===== src/rtl/bkoff_seq.sv =====
module bkoff_seq #(
  parameter int AW = 32,
  parameter int LW = 2,
  parameter logic [LW-1:0] WB_LEN = '1
) (
  input  logic          clk,
  input  logic          rst_n,
  input  logic          req_valid,
  output logic          req_ready,
  input  logic [AW-1:0] req_addr,
  input  logic          req_write,
  input  logic [LW-1:0] req_len,
  input  logic          req_lock,
  input  logic          req_lock_last,
  input  logic          core_stall,
  input  logic          wb_req,
  input  logic [AW-1:0] wb_addr,
  output logic          wb_ack,
  output logic          core_done,
  input  logic          backoff,
  input  logic          bus_brdy,
  output logic          bus_ads,
  output logic [AW-1:0] bus_addr,
  output logic          bus_write,
  output logic          bus_lock,
  output logic          bus_req,
  output logic [LW-1:0] bus_beat
);

  typedef enum logic [2:0] {S_IDLE, S_ADDR, S_DATA, S_GAP, S_HELD} st_t;

  st_t           st, st_n;
  logic          cur_valid, cur_write, cur_lock, cur_last;
  logic [AW-1:0] cur_addr;
  logic [LW-1:0] cur_len, beat;
  logic          act_wb, stuck, lock_on, launch;

  wire           work      = cur_valid | wb_req;
  wire           in_flight = (st == S_ADDR) || (st == S_DATA);
  wire           stuck_go  = (st == S_HELD) && !backoff && stuck && cur_valid && !wb_req;
  wire [LW-1:0]  act_len   = act_wb ? WB_LEN : cur_len;
  wire           last_beat = (st == S_DATA) && bus_brdy && !backoff && (beat == act_len);

  assign req_ready = !cur_valid;
  assign core_done = last_beat && !act_wb;
  assign wb_ack    = last_beat && act_wb;
  assign bus_ads   = (st == S_ADDR) || stuck_go;
  assign bus_addr  = act_wb ? wb_addr : cur_addr;
  assign bus_write = act_wb | cur_write;
  assign bus_lock  = lock_on | (bus_ads & !act_wb & cur_lock);
  assign bus_req   = work | in_flight | (backoff & core_stall);
  assign bus_beat  = beat;

  always_comb begin
    st_n   = st;
    launch = 1'b0;
    if (backoff) st_n = S_HELD;
    else begin
      case (st)
        S_IDLE: launch = work;
        S_ADDR: st_n = S_DATA;
        S_DATA: if (bus_brdy && beat == act_len) st_n = S_GAP;
        S_GAP:  if (work) launch = 1'b1; else st_n = S_IDLE;
        S_HELD: if (stuck_go) st_n = S_DATA;
                else if (work) launch = 1'b1;
                else st_n = S_IDLE;
        default: st_n = S_IDLE;
      endcase
      if (launch) st_n = S_ADDR;
    end
  end

  always_ff @(posedge clk) begin
    if (!rst_n) begin
      st        <= S_IDLE;
      cur_valid <= 1'b0;
      cur_addr  <= '0;
      cur_write <= 1'b0;
      cur_len   <= '0;
      cur_lock  <= 1'b0;
      cur_last  <= 1'b0;
      act_wb    <= 1'b0;
      beat      <= '0;
      stuck     <= 1'b0;
      lock_on   <= 1'b0;
    end else begin
      st <= st_n;
      if (req_valid && req_ready) begin
        cur_valid <= 1'b1;
        cur_addr  <= req_addr;
        cur_write <= req_write;
        cur_len   <= req_len;
        cur_lock  <= req_lock;
        cur_last  <= req_lock_last;
      end else if (core_done) begin
        cur_valid <= 1'b0;
      end
      if (launch) act_wb <= wb_req;
      if (st_n != S_DATA) beat <= '0;
      else if (st == S_DATA && bus_brdy) beat <= beat + 1'b1;
      stuck <= backoff && ((st == S_ADDR) || (st == S_HELD && stuck));
      if (core_done && cur_last) lock_on <= 1'b0;
      else if (bus_ads && !act_wb && cur_lock) lock_on <= 1'b1;
    end
  end

endmodule


===== config.mk =====
export PLATFORM = sky130hd
export DESIGN_NAME = bkoff_seq
export DESIGN_NICKNAME = d
export VERILOG_FILES = /design/src/rtl/bkoff_seq.sv
export SDC_FILE = /design/constraint.sdc
export NUM_CORES = 1
export LEC_CHECK = 0
export BUFFER_PORTS_ARGS = -buffer_cell sky130_fd_sc_hd__clkbuf_2
export CORE_MARGIN = 10
export CORE_UTILIZATION = 42
export CTS_BUF_LIST = sky130_fd_sc_hd__clkbuf_8
export CTS_CLUSTER_DIAMETER = 40
export CTS_CLUSTER_SIZE = 30
export DETAILED_ROUTE_END_ITERATION = 12
export PLACE_DENSITY_LB_ADDON = 0.3
export SYNTH_ARGS = -nofsm -noshare
export SYNTH_HDL_FRONTEND = slang
export SYNTH_SLANG_ARGS = --single-unit

===== constraint.sdc =====
create_clock -name clk -period 1.35 [get_ports clk]
set_input_delay 0 -clock clk [delete_from_list [all_inputs] [get_ports clk]]
set_output_delay 0 -clock clk [all_outputs]
set_load 0.03 [all_outputs]

; Yosys cells after proc, flatten, opt, wreduce, memory -nomap -nowiden
; Cells that the tools add are included.
[totals]
mem_bits_ro = 0
wordCells = 69
latchBits = 0
reg_bits = 46
n_memories = 0
input_bits = 76
ram_bits = 0
[classes]
bitwise_logic = 9
muxes = 15
magnitude_cmp = 0
eq_ne = 6
n_shift = 0
n_reduce_logical = 27
div = 0
n_mul = 0
addsub = 1
[ops]
columns = op, n
row1 = 32-bit 2-to-1 mux, 1
row2 = 1-bit logical AND, 16
row3 = 3-bit 2-to-1 mux, 5
row4 = 3-bit case mux with 5 select lines, 1
row5 = "3-bit by 2-bit equality test with 1-bit output, second input constant", 2
row6 = 1-bit 2-to-1 mux, 6
row7 = 1-bit OR, 5
row8 = 1-bit logical NOT, 4
row9 = 2-bit OR reduction, 2
row10 = 1-bit bitwise AND, 3
row11 = "3-bit by 1-bit equality test with 1-bit output, second input constant", 1
row12 = "3-bit equality test, second input constant", 1
row13 = 3-bit logical NOT, 1
row14 = 1-bit logical OR, 3
row15 = "3-bit by 2-bit != test with 1-bit output, second input constant", 1
row16 = 1-bit case mux with 3 select lines, 1
row17 = "2-bit by 1-bit adder with 2-bit output, second input constant", 1
row18 = 2-bit equality test, 1
row19 = 2-bit 2-to-1 mux, 1
row20 = 2-bit nonzero test, 1
row21 = 1-bit inverter, 1

; Depth between registers and ports, before layout
[depth]
ltp_word = 12
ltp_mapped = 6
ltp_nobuf = 4

; Least setup slack after synthesis
; OpenSTA, ideal clock, no wires.
[synth_path]
path_kind = flip-flop to flip-flop
startpoint = register st[1]
endpoint = register lock_on
slack_ns = -0.420
path_stages_with_launch = 6
required_time_ns = 1.191
period_less_slack_ns = 1.770
arrival_time_ns = 1.612
setup_ns = 0.159
path_cell_list = dfxtp_1 buf_6 and4bb_2 nand2b_1 nor4_2 a211oi_1
[synth_lines]
columns = element, line_no
row1 = start: declaration, 32  ; st_t st, st_n;
row2 = start signal: assignment, 87  ; st <= st_n;
row3 = 3-bit by 2-bit equality test with 1-bit output, 42  ; wire last_beat = (st == S_DATA) && bus_brdy && !backoff && (beat == act_len);
row4 = 1-bit logical AND (3 in a row), 42
row5 = 1-bit logical AND, 45  ; assign core_done = last_beat && !act_wb;
row6 = via core_done, 19  ; output logic core_done,
row7 = 1-bit logical AND, 102  ; if (core_done && cur_last) lock_on <= 1'b0;
row8 = 2-bit OR reduction (no source line), n/a
row9 = end signal: assignment, 85  ; lock_on <= 1'b0;
row10 = end signal: assignment, 102
row11 = end signal: assignment, 103  ; else if (bus_ads && !act_wb && cur_lock) lock_on <= 1'b1;
row12 = end: declaration, 36  ; logic act_wb, stuck, lock_on, launch;
; The timed path passes the listed nets, and every way through them passes these cells.
; A chain may end at the register's enable or synchronous reset.

; Final worst setup path
[layout_path]
startpoint = register st[0]
endpoint = output bus_lock
[layout_between]
elab_chain_cells = 9
[layout_lines]
columns = element, line_no
row1 = 3-bit equality test, 40  ; wire stuck_go = (st == S_HELD) && !backoff && stuck && cur_valid && !wb_req;
row2 = 1-bit logical AND (4 in a row), 40
row3 = 1-bit logical OR *, 47  ; assign bus_ads = (st == S_ADDR) || stuck_go;
row4 = 1-bit bitwise AND * (2 in a row), 50  ; assign bus_lock = lock_on | (bus_ads & !act_wb & cur_lock);
row5 = 1-bit OR *, 50
row6 = end: declaration, 25  ; output logic bus_lock,
; Mark *: on every way between the ends. The rest lies on a longest branch, timed or not.

==> results.yml <==
layout:
  syn_to_final_growth_pct: 87.8
  final_area_sq_mm: 0.00413
  fill_cells: 309
  final_util_pct: 80.8
  nets: 504
  final_layout_size_suffix_gt1_share_pct: 45.0
yosys:
  syn-num-nets: 339
  async_flop_share_pct: 0
  yosysTopAreaCellShare_pct: 41.9
  yosysMostFrequentCell: "nand2_1"
  ys_warn_count: 0
  synth_top_cell_by_area: "dfxtp_1"
  netlist-cell-type-count: 33
  netlist_instances: 263
  netlist_top_cells_count: "80 x nand2_1, 46 x dfxtp_1, 38 x a21oi_1"
  synth.yosys.seq_area_share_pct: 41.9
  ys_seq_elements: 46
  netlist_top_cells_area: "dfxtp_1 42%, mux2_2 16%, nand2_1 14%"
  synth_edf_count: 0
  synth_area_sq_mm: 0.00220
  syn_avg_cell_area_sq_um: 8.36
  synthFlopType: "dfxtp_1"
outcome:
  violations: "negative setup slack"
  status: "complete, but fails checks"
placed_design:
  post-place-ws_ns: -0.117
  routabilityCongestion: 0.840
  portBuffers: 116
  placed_area_sq_mm: 0.00294
  dpl.hpwl_mm: 4.98
floorplanning:
  initial_utilization_pct: 43.0
  rows: 26
  core-area_sq_mm: 0.00511
  die_x_um: 92.3
  ioPinCount: 117
  dieArea_sq_mm: 0.00853
  die_height_um: 92.3
clocking:
  cts.sinks: 46
  cts_tree: "yes"
  root_buffer: "clkbuf_8"
  h-tree-depth: 2
  clk_pin_slew_ns: 0.09
  cts_buffers: 5
  clk_latency_ns: 0.30
  cts_buffer_depth: 2
detailed_routing:
  vias: 2508
  wl_per_cell_um: 17.7
  drt-pass1-iter-count: 4
  final_antenna_net_count: 0
  drc: 0
  routed_wl_mm: 8.91
  drt_iter0_markers: 199
  via_per_inst: 5.00
global_route:
  grt_pass1_vias: 2707
  grt_start_max_net_pins: 40
  antenna_found_initial: 2
  grt_pass1_wl_mm: 13.2
  grt_usage_pct: 19.0
  overflow: 0
timing:
  fin_crit_ns: 1.51
  finalClockSkew_ns: 0.00815
  grt_setup_unrepaired: "yes"
  fin_ws_ns: -0.159
  tightest_slew_ns: 0.285
  slew_headroom_pct: 81.0
  fmax_mhz: 663
  hold_viol_final: 0
  slew_violations: 0
  finalSetupViolCount: 33
  fin_crit_sh_pct: 112
  fin_hold_ws_ns: 0.00258
power:
  power.density_mw_per_mm2: 890
  p_total_w: 0.00367
  cellLeakagePower_nw: 1.85
  peakVddDrop_uv: 587
setup_path:
  start_kind: "register"
  worstPathRequired_ns: 1.35
  crit_type: "reg2out"
  path_max_fanout: 4
  critPathCaptureType: "primary output"
  arrival_ns: 1.51
job:
  cap_violations: 0
hold_path:
  hp-class: "in2reg"
==> sequential cells by signal, summed over array words and instances (netlist names) <==
signal,flops
cur_valid,1
lock_on,1
bus_beat,2
stuck,1
act_wb,1
st,3
cur_addr,32
cur_len,2
cur_lock,1
cur_write,1
cur_last,1
==> power breakdown <==
| group | internal, W | switching, W |
|---|---|---|
| registers | 0.00144 | 0.0000576 |
| logic | 0.000734 | 0.000644 |
| clock network | 0.000346 | 0.000453 |
| total | 0.00252 | 0.00116 |
==> per-layer routing <==
layer  vias to the layer above  wire [um]  global-route usage (%)
met5                         -          0                       0
met4                         0        276                    9.25
met3                        21        542                    6.21
met2                        89       4850                    33.9
met1                      1183       3240                    19.6
li1                       1215          -                       -
==> critical path, cell delays in order (launching register included) <==
cell      delay (ns)
dfxtp_2         0.34
nand3b_1        0.19
o31ai_2         0.26
a41oi_2         0.17
inv_1           0.11
buf_8           0.13
==> worst paths after layout <==
path	start	end	slack, ns	cells after the start
setup / recovery	st[0]	bus_lock	-0.16	5
hold / removal	wb_req	act_wb	0.003	3
setup reg to reg	act_wb	bus_beat[1]	-0.12	4
hold reg to reg	cur_addr[0]	cur_addr[0]	0.46	2
==> cells by family (layout without fill, tap and decap cells) <==
| group | Yosys count | after routing | share of synthesized area [%] |
|---|---|---|---|
| XOR/XNOR | 6 | 6 | 2.39 |
| other | 0 | 3 | 0 |
| multiplexers | 33 | 33 | 16.8 |
| flip-flops | 46 | 46 | 41.9 |
| buffers and inverters | 22 | 188 | 4.33 |
| AO/OA/AOI/OAI | 52 | 52 | 13.6 |
| AND/OR/NAND/NOR | 104 | 104 | 20.9 |
==> cells in the final DEF (no fill, tap or decap), types with 2 or more instances in the layout <==
| cell type | count |
|---|---|
| dfxtp_2 | 3 |
| clkbuf_2 | 78 |
| mux2_4 | 32 |
| nor2_1 | 2 |
| o21ai_0 | 2 |
| dlygate4sd3_1 | 38 |
| buf_8 | 38 |
| xnor2_1 | 3 |
| clkbuf_16 | 2 |
| nand2_1 | 80 |
| a211oi_1 | 2 |
| o21a_1 | 2 |
| and2_1 | 5 |
| dfxtp_1 | 40 |
| inv_1 | 8 |
| nand3b_1 | 3 |
| buf_4 | 10 |
| diode_2 | 3 |
| nand2b_1 | 2 |
| xor2_1 | 3 |
| a21oi_1 | 38 |
| buf_12 | 5 |
| clkbuf_8 | 6 |
| dfxtp_4 | 3 |
==> final cells by class <==
type                    count  area, sq um  share of cell area [%]
multi-input cells         195         1370                    33.3
diodes                      3         7.51                   0.182
clock inverters             3         11.3                   0.273
well taps                  70         87.6                    2.12
repair buffers            175         1620                    39.3
flip-flops and latches     46          936                    22.7
clock buffers               5         68.8                    1.67
inverters                   5         18.8                   0.455
==> per-stage QoR <==
step / instances / TNS [ns]
4_1_cts: 494 / -2.44
2_1_floorplan: 263 / -1.22
5_1_grt: 501 / -4.56
3_5_place_dp: 445 / -0.312
3_3_place_gp: 445 / -0.158
6_report: 502 / -3.17
==> timing repair <==
item | 4_1_cts | 5_1_grt
hold buffers | 38 | 0
cloned | 1 | 2
resized for setup | 111 | 61
endpoints found under the setup margin | 42 | 41
hold endpoints to repair | 38 | 0
pin swaps | 6 | 3
setup buffers | 2 | 3
(Power assumes the default switching activity.)
